--- config.mk ---
export PLATFORM = sky130hd
export DESIGN_NAME = tmr_chan_seq
export DESIGN_NICKNAME = d
export VERILOG_FILES = /design/src/rtl/tmr_chan_seq.sv
export SDC_FILE = /design/constraint.sdc
export NUM_CORES = 1
export LEC_CHECK = 0
export BUFFER_PORTS_ARGS = -buffer_cell sky130_fd_sc_hd__buf_4
export CORE_MARGIN = 8
export CORE_UTILIZATION = 50
export CTS_BUF_LIST = sky130_fd_sc_hd__clkbuf_16
export DETAILED_ROUTE_END_ITERATION = 10
export PLACE_DENSITY = 0.74
export SLEW_MARGIN = 25
export SYNTH_ARGS = -nofsm -noshare
export SYNTH_HDL_FRONTEND = slang
export SYNTH_SLANG_ARGS = --single-unit
--- constraint.sdc ---
create_clock -name clk -period 3.7 [get_ports clk]
set_input_delay 0.555 -clock clk [delete_from_list [all_inputs] [get_ports clk]]
set_output_delay 0.555 -clock clk [all_outputs]
set_load 0.01 [all_outputs]
--- src/rtl/tmr_chan_seq.sv ---
module tmr_chan_seq #(
  parameter int W = 16
) (
  input  logic         clk,
  input  logic         rst_n,
  input  logic [2:0]   mode,
  input  logic [1:0]   edge_sel,
  input  logic         start,
  input  logic         stop,
  input  logic         cnt_tick,
  input  logic         tin,
  input  logic         data_wr,
  input  logic [W-1:0] data_in,
  output logic [W-1:0] count,
  output logic [W-1:0] data_out,
  output logic         running,
  output logic         irq
);
  localparam logic [2:0] M_EVT = 3'd1, M_CAP = 3'd2, M_ONE = 3'd3, M_CAP1 = 3'd4;
  localparam logic [1:0] S_IDLE = 2'd0, S_PEND = 2'd1, S_RUN = 2'd2, S_WAIT = 2'd3;

  logic [1:0]   st;
  logic [W-1:0] cnt, dreg;
  logic [2:0]   sync;
  logic         rise, fall, edge_hit;

  assign rise     = sync[1] & ~sync[2];
  assign fall     = ~sync[1] & sync[2];
  assign edge_hit = edge_sel[1] ? (rise | fall) : (edge_sel[0] ? fall : rise);

  wire up_mode   = (mode == M_CAP) || (mode == M_CAP1);
  wire wait_mode = (mode == M_ONE) || (mode == M_CAP1);
  wire down_step = (mode == M_EVT) ? edge_hit : cnt_tick;

  assign count    = cnt;
  assign data_out = dreg;
  assign running  = (st != S_IDLE);

  always_ff @(posedge clk) begin
    if (!rst_n) sync <= '0;
    else        sync <= {sync[1:0], tin};
  end

  always_ff @(posedge clk) begin
    if (!rst_n) begin
      st   <= S_IDLE;
      cnt  <= '0;
      dreg <= '0;
      irq  <= 1'b0;
    end else begin
      irq <= 1'b0;
      if (data_wr) dreg <= data_in;
      if (stop) begin
        st <= S_IDLE;
      end else if (start && wait_mode) begin
        if (st == S_IDLE) st <= S_WAIT;
      end else if (start) begin
        if (mode == M_EVT) begin
          cnt <= dreg;
          st  <= S_RUN;
        end else begin
          st <= S_PEND;
        end
      end else begin
        case (st)
          S_WAIT: if (edge_hit) st <= S_PEND;
          S_PEND: if (cnt_tick) begin
            cnt <= up_mode ? '0 : dreg;
            st  <= S_RUN;
          end
          S_RUN: begin
            if (up_mode) begin
              if (edge_hit) begin
                dreg <= cnt;
                irq  <= 1'b1;
                if (mode == M_CAP1) st <= S_WAIT;
                else                cnt <= '0;
              end else if (cnt_tick) begin
                cnt <= cnt + 1'b1;
              end
            end else if (down_step) begin
              if (cnt == '0) begin
                irq <= 1'b1;
                if (mode == M_ONE) st <= S_WAIT;
                else               cnt <= dreg;
              end else begin
                cnt <= cnt - 1'b1;
              end
            end
          end
          default: ;
        endcase
      end
    end
  end

  assert_stop_wins_R8: assert property (@(posedge clk) disable iff (!rst_n)
    stop |=> !running);

  assert_stop_freezes_R8: assert property (@(posedge clk) disable iff (!rst_n)
    stop |=> count == $past(count));

  assert_irq_running_R12: assert property (@(posedge clk) disable iff (!rst_n)
    irq |-> $past(running));

  assert_event_load_R4: assert property (@(posedge clk) disable iff (!rst_n)
    (start && !stop && mode == M_EVT) |=> (count == $past(data_out)) && running);

  assert_interval_dec_R3: assert property (@(posedge clk) disable iff (!rst_n)
    (st == S_RUN && mode == 3'd0 && cnt_tick && !start && !stop && cnt != '0)
      |=> count == $past(count) - 1'b1);

  assert_capture_copy_R5: assert property (@(posedge clk) disable iff (!rst_n)
    (irq && mode == M_CAP && $past(mode) == M_CAP) |-> (data_out == $past(count)) && (count == '0));

  assert_wait_hold_R6: assert property (@(posedge clk) disable iff (!rst_n)
    (st == S_WAIT && !start && !stop) |=> count == $past(count));
endmodule

; After elaboration in Yosys (flattened, before gate mapping)
; Index checks and enable logic that the tools add are counted.
[op_classes]
addsub = 2
n_eq_ne = 21
n_mux = 39
n_bitwise = 9
reduce_logical = 12
[ops]
columns = op, n
row1 = 16-bit 2-to-1 mux, 18
row2 = 5-bit inequality test (second input constant), 8
row3 = 16-bit case mux with 2 select lines, 1
row4 = 2-bit 2-to-1 mux, 12
row5 = 9-bit AND reduction, 2
row6 = 16-bit by 1-bit adder with 16-bit output (second input constant), 1
row7 = 16-bit zero test, 1
row8 = 16-bit by 1-bit subtractor with 16-bit output (second input constant), 1
row9 = 4-bit inequality test (second input constant), 3
row10 = 1-bit 2-to-1 mux, 7
row11 = 3-bit by 2-bit == test with 1-bit output (second input constant), 2
row12 = 1-bit NOT, 6
row13 = 2-bit case mux with 3 select lines, 1
row14 = 5-bit nonzero test, 1
row15 = 5-bit OR reduction, 1
row16 = 2-bit == test (second input constant), 2
row17 = 2-bit by 1-bit inequality test with 1-bit output (second input constant), 2
row18 = 3-bit by 1-bit == test with 1-bit output (second input constant), 1
row19 = 3-bit == test (second input constant), 1
row20 = 3-bit inequality test (second input constant), 1
row21 = 3-bit nonzero test, 1
row22 = 1-bit bitwise AND, 2
row23 = 2-bit by 1-bit == test with 1-bit output (second input constant), 1
row24 = 2-bit zero test, 1
row25 = other kinds (5), 6
[word_totals]
ff_bits = 38
in_bits = 28
out_inout_bits = 34
word_cells = 88

; Depth between registers and ports, before layout
[depth]
depth_word = 10
ltp_mapped = 10
ltp_nobuf = 8

; Least setup slack after synthesis
; Ideal clock, no wire load.
[synth_timing]
kind = register to register
start = register cnt[0], in the netlist count[0]
end = register cnt[2], in the netlist count[2]
setup_time_ns = 0.086
arrival_time_ns = 2.174
required_time_ns = 3.614
slack_ns = 1.441
path_stages_with_launch = 10
n_path_buf = 1
period_less_slack_ns = 2.259
path_cell_list = dfxtp_1 clkbuf_1 inv_1 ha_1 nor4b_1 and4_2 or4_1 a21oi_1 a221oi_1 a211oi_1
[synth_via]
elab_chain_cells = 6
word_cells_on_any_way = 12
cone_classes = 2 x add/sub / 1 x eq/ne / 7 x mux / 2 x reduce/logical
[synth_lines]
columns = element, line_no
row1 = start: declaration, 23  ; logic [W-1:0] cnt, dreg;
row2 = start signal: assignment, 59  ; cnt <= dreg;
row3 = start signal: assignment, 68  ; cnt <= up_mode ? '0 : dreg;
row4 = start signal: assignment, 79  ; cnt <= cnt + 1'b1;
row5 = 16-bit by 1-bit subtractor with 16-bit output (tied with other cells), 87  ; cnt <= cnt - 1'b1;
row6 = "16-bit 2-to-1 mux, on equally long branches", "82, 78"
row7 = "16-bit 2-to-1 mux, on equally long branches", "81, 73"
row8 = 16-bit 2-to-1 mux, 72  ; if (up_mode) begin
row9 = 16-bit case mux with 2 select lines, 65  ; case (st)
row10 = 16-bit 2-to-1 mux, 57  ; end else if (start) begin
; Parallel ways exist; a longest one is shown, timed or not. The select of a mux whose other input is x is not followed.
; A chain may end at the register's enable or synchronous reset.

; Worst setup path in the final report
[layout_timing]
start = register st[0]
end = register cnt[9], in the netlist count[9]
[layout_via]
elab_chain_cells = 3
word_cells_on_any_way = 11
cone_classes = 7 x eq/ne / 2 x mux / 2 x reduce/logical
[layout_lines]
columns = element, line_no
row1 = start: declaration, 22  ; logic [1:0] st;
row2 = start signal: assignment, 46  ; st <= S_IDLE;
row3 = start signal: assignment, 54  ; st <= S_IDLE;
row4 = start signal: assignment, 56  ; if (st == S_IDLE) st <= S_WAIT;
row5 = 2-bit == test / 2-bit by 1-bit == test with 1-bit output (equally long branches), 65
row6 = 5-bit inequality test (no source line) (tied with other cells), -
row7 = 9-bit AND reduction (no source line) / 16-bit 2-to-1 mux (equally long branches), -
; Parallel ways exist; a longest one is shown, timed or not.

==> metrics.txt <==
# TYPE chip_impl_metric gauge
chip_impl_metric{name="wire_length_of_the_first_global_routing_pass",unit="um"} 15700
chip_impl_metric{name="synthSimpleGateAreaFrac",unit="%"} 22.2
chip_impl_metric{name="critical_path_buf_inv_count",unit=""} 2
chip_impl_metric{name="cts_setup_buffers",unit=""} 0
chip_impl_metric{name="clock_sinks",unit=""} 38
chip_impl_info{name="most-common-layout-cells",value="sky130_fd_sc_hd__buf_4 (65), sky130_fd_sc_hd__nor2_1 (42), sky130_fd_sc_hd__dfxtp_1 (38), sky130_fd_sc_hd__nand2_1 (25), sky130_fd_sc_hd__a21oi_1 (24)"} 1
chip_impl_metric{name="max-clock-path-buffers",unit=""} 2
chip_impl_metric{name="clk_transition_reported_paths",unit="ns"} 0.06
chip_impl_metric{name="max_slew.worst_pin.slew",unit="ns"} 0.995
chip_impl_metric{name="rows",unit=""} 28
chip_impl_metric{name="die_h",unit="um"} 94.9
chip_impl_metric{name="io_pins",unit=""} 62
chip_impl_metric{name="clock_skew",unit="ns"} 0.00517
chip_impl_info{name="slowest_stage",value="sky130_fd_sc_hd__o211ai_1"} 1
chip_impl_info{name="path_delay_family",value="compound AO/OA/AOI/OAI gates"} 1
chip_impl_info{name="kind_of_start_point_of_the_critical_path",value="register"} 1
chip_impl_metric{name="ys_ff_latch",unit=""} 38
chip_impl_metric{name="layout_min_cycle_time",unit="ns"} 2.64
chip_impl_metric{name="drtAntennaViolNets",unit=""} 0
chip_impl_metric{name="clock_insertion_delay_worst_skew",unit="ns"} 0.28
chip_impl_metric{name="slew_violations",unit=""} 0
chip_impl_metric{name="holdPathStages",unit=""} 1
chip_impl_metric{name="synth-compound-area-share",unit="%"} 27.5
chip_impl_metric{name="cap_viol_max_count",unit=""} 0
chip_impl_metric{name="clock_power_share",unit="%"} 40.6
chip_impl_info{name="r2r-start",value="st[0]$_SDFFE_PP0P_"} 1
chip_impl_metric{name="final.setup.tns",unit="ns"} 0
chip_impl_info{name="synth_top_flop_cell",value="sky130_fd_sc_hd__dfxtp_1"} 1
chip_impl_metric{name="grt_pass1_vias",unit=""} 3073
chip_impl_metric{name="p_leak",unit="uW"} 0.00151
chip_impl_metric{name="route.detailed.vias_per_inst",unit=""} 6.40
chip_impl_metric{name="power_switching_share",unit="%"} 29.5
chip_impl_metric{name="fmaxAchievable",unit="MHz"} 378
chip_impl_metric{name="port-buffer-count",unit=""} 61
chip_impl_metric{name="post_synthesis_area_per_instance",unit="um2"} 8.25
chip_impl_metric{name="number_of_hold_buffers_added_after_cts",unit=""} 0
chip_impl_metric{name="part_of_the_total_power_dissipated_in_sequential_elements",unit="%"} 34.4
chip_impl_info{name="critical_path.reg2reg.endpoint",value="count[9]$_SDFFE_PN0P_"} 1
chip_impl_metric{name="setup_viol",unit=""} 0
chip_impl_info{name="run_status",value="complete, no violations"} 1
chip_impl_metric{name="detail_route.wirelength",unit="um"} 9610
chip_impl_info{name="layout.cells.most_common",value="sky130_fd_sc_hd__buf_4"} 1
chip_impl_metric{name="area_growth_syn_to_layout",unit="%"} 17.8
chip_impl_info{name="worst-setup-path-type",value="reg -> reg"} 1
chip_impl_info{name="worstPathCellList",value="inv_1 > ha_1 > inv_1 > o21ai_0 > o211ai_1 > nor2_2 > a311oi_1"} 1
chip_impl_metric{name="p_int",unit="uW"} 973
chip_impl_info{name="tritoncts",value="built"} 1
chip_impl_metric{name="synth-adder-area-share",unit="%"} 4.02
chip_impl_metric{name="ys.warnings.count",unit=""} 0
chip_impl_metric{name="synth-xor-area-share",unit="%"} 6.19
chip_impl_metric{name="post-layout-total-power",unit="uW"} 1380
chip_impl_metric{name="total_number_of_vias",unit=""} 3154
chip_impl_metric{name="grt.total_usage",unit="%"} 21.8
chip_impl_info{name="min_delay_worst_endpoint",value="sync[1]$_SDFF_PN0_"} 1
chip_impl_metric{name="drive_gt1_share",unit="%"} 24.4
chip_impl_metric{name="edff_count_synth",unit=""} 0
chip_impl_info{name="cp-end-kind",value="register"} 1
chip_impl_metric{name="die-area",unit="um2"} 9000
chip_impl_metric{name="worstPathRequired",unit="ns"} 3.88
chip_impl_metric{name="asyncSetResetFlopFracSynth",unit="%"} 0
chip_impl_metric{name="core",unit="um2"} 5960
chip_impl_metric{name="routedWlPerCell",unit="um"} 19.5
chip_impl_metric{name="peakVddDrop",unit="V"} 0.000241
chip_impl_metric{name="hold_viol_final",unit=""} 0
chip_impl_metric{name="netlist_area",unit="um2"} 3110
chip_impl_metric{name="drcViolationCount",unit=""} 0
chip_impl_metric{name="cts_resized",unit=""} 0
chip_impl_info{name="largest_family_of_logic_cells_by_synthesized_area",value="compound AO/OA/AOI/OAI gates"} 1
chip_impl_metric{name="detail_route.first_pass.iterations",unit=""} 5
chip_impl_metric{name="syn_inst",unit=""} 377
chip_impl_info{name="min-delay-path-class",value="reg -> reg"} 1
chip_impl_metric{name="regToRegSetupSlack",unit="ns"} 1.06
chip_impl_metric{name="number_of_buffers_created_by_cts",unit=""} 5
chip_impl_metric{name="rr_worst_depth",unit=""} 7
chip_impl_metric{name="cellPowerDensity",unit="nW/um2"} 376
chip_impl_info{name="cpMostUsedCell",value="sky130_fd_sc_hd__inv_1"} 1
chip_impl_info{name="clock-root-buffer",value="sky130_fd_sc_hd__clkbuf_16"} 1
chip_impl_info{name="worstHoldStart",value="sync[0]$_SDFF_PN0_"} 1
chip_impl_info{name="rsz0062_at_grt",value="no"} 1
chip_impl_metric{name="net-switching-power",unit="uW"} 406
chip_impl_metric{name="initialDrtViolationCount",unit=""} 358
chip_impl_metric{name="chipWidth",unit="um"} 94.9
chip_impl_metric{name="initial_core_util",unit="%"} 52.2
chip_impl_metric{name="h-tree-depth",unit=""} 2
chip_impl_metric{name="synthMuxAreaShare",unit="%"} 6.32
chip_impl_metric{name="total_number_of_nets_in_the_final_design",unit=""} 455
chip_impl_metric{name="synth_seq_area_share",unit="%"} 24.5
chip_impl_metric{name="antennaDiodeCount",unit=""} 0
chip_impl_metric{name="post-dp-hpwl",unit="um"} 6910
chip_impl_metric{name="number_of_antenna_violations_at_the_first_check_in_global_routing",unit=""} 0
chip_impl_metric{name="worst_path_largest_cell_delay",unit="ns"} 0.81
chip_impl_metric{name="grt_max_degree",unit=""} 33
chip_impl_metric{name="max_slew_margin",unit="%"} 33.4
chip_impl_metric{name="synth_fp_nets",unit=""} 415
chip_impl_metric{name="globalRoute.totalOverflow",unit=""} 0
chip_impl_metric{name="arrival",unit="ns"} 2.83
chip_impl_metric{name="gp_congestion",unit=""} 0.915
chip_impl_metric{name="synth.lib_cells_used.distinct",unit=""} 76
chip_impl_metric{name="timing.critical_path.fanout_max",unit=""} 11
chip_impl_metric{name="share_comb_of_total_power",unit="%"} 25.0
chip_impl_metric{name="final_min_period_over_clock_period",unit="%"} 71.4
[layout make-up]
type | count | area, um2
fill | 562 | 2290
clock buffer | 5 | 125
sequential | 38 | 761
tap | 75 | 93.8
clock inverter | 3 | 68.8
timing repair buffer | 65 | 488
multi-input combinational | 289 | 2060
inverter | 18 | 67.6
[Yosys cell counts, types with 9 or more instances]
master	n	share of area (%)
sky130_fd_sc_hd__buf_2	9	1.4
sky130_fd_sc_hd__xnor2_1	13	3.7
sky130_fd_sc_hd__nand2_1	25	3.0
sky130_fd_sc_hd__a211oi_1	19	4.6
sky130_fd_sc_hd__mux2i_1	17	5.5
sky130_fd_sc_hd__nor2_1	42	5.1
sky130_fd_sc_hd__o21ai_0	10	1.6
sky130_fd_sc_hd__inv_1	18	2.2
sky130_fd_sc_hd__dfxtp_1	38	24
sky130_fd_sc_hd__nand3_1	11	1.8
sky130_fd_sc_hd__ha_1	10	4.0
sky130_fd_sc_hd__nor3_1	10	1.6
sky130_fd_sc_hd__a21oi_1	24	3.9
sky130_fd_sc_hd__clkbuf_1	10	1.2
[metal layers]
metal	up-vias	global-route usage, %	wire length [um]
met1	1507	27.9	4100
met4	0	7.15	144
met2	148	36.2	4620
li1	1484	-	-
met3	15	3.81	743
met5	-	0	0
[cells by family after synthesis]
| family | after synthesis |
|---|---|
| AOI/OAI and AO/OA | 112 |
| xor gates and xnor gates | 19 |
| adders and majority gates | 10 |
| buffers and inverters | 50 |
| DFF | 38 |
| muxes | 19 |
| and+or+nand+nor | 129 |
[registers in the layout, summed over array words and instances (netlist names)]
name / flops
irq: 1
st: 2
data_out: 16
count: 16
sync: 3
[worst max-delay path by stage]
stage / from / end / cells after the start
floorplan: count[0]$_SDFFE_PN0P_ / count[2]$_SDFFE_PN0P_ / 9
global placement: edge_sel[0] / count[8]$_SDFFE_PN0P_ / 7
detailed placement: edge_sel[0] / count[8]$_SDFFE_PN0P_ / 7
CTS: st[0]$_SDFFE_PP0P_ / data_out[13]$_SDFF_PN0_ / 7
global route: st[0]$_SDFFE_PP0P_ / count[9]$_SDFFE_PN0P_ / 7
finish: st[0]$_SDFFE_PP0P_ / count[9]$_SDFFE_PN0P_ / 7
[per-stage QoR]
| step | cell area (um2) | instances | hold WS (ns) | util (%) | setup WS [ns] |
|---|---|---|---|---|---|
| 3_3_place_gp | 3470 | 485 | 0.414 | 58.3 | 1.01 |
| 2_1_floorplan | 3110 | 377 | 0.412 | - | 1.44 |
| 6_report | 3660 | 493 | 0.433 | 61.5 | 1.06 |
| 4_1_cts | 3660 | 493 | 0.436 | 61.5 | 1.05 |
| 3_5_place_dp | 3470 | 485 | 0.423 | 58.3 | 0.959 |
| 5_1_grt | 3660 | 493 | 0.463 | 61.5 | 0.836 |
[power by group through the flow]
stage	Combinational [uW]	Clock [uW]	Sequential (uW)
finish	345	561	474
global placement	335	0	481
detailed placement	338	0	482
CTS	341	568	473
floorplan	253	0	466
global route	375	587	478
Note: power is estimated with default switching activity, not from simulation.
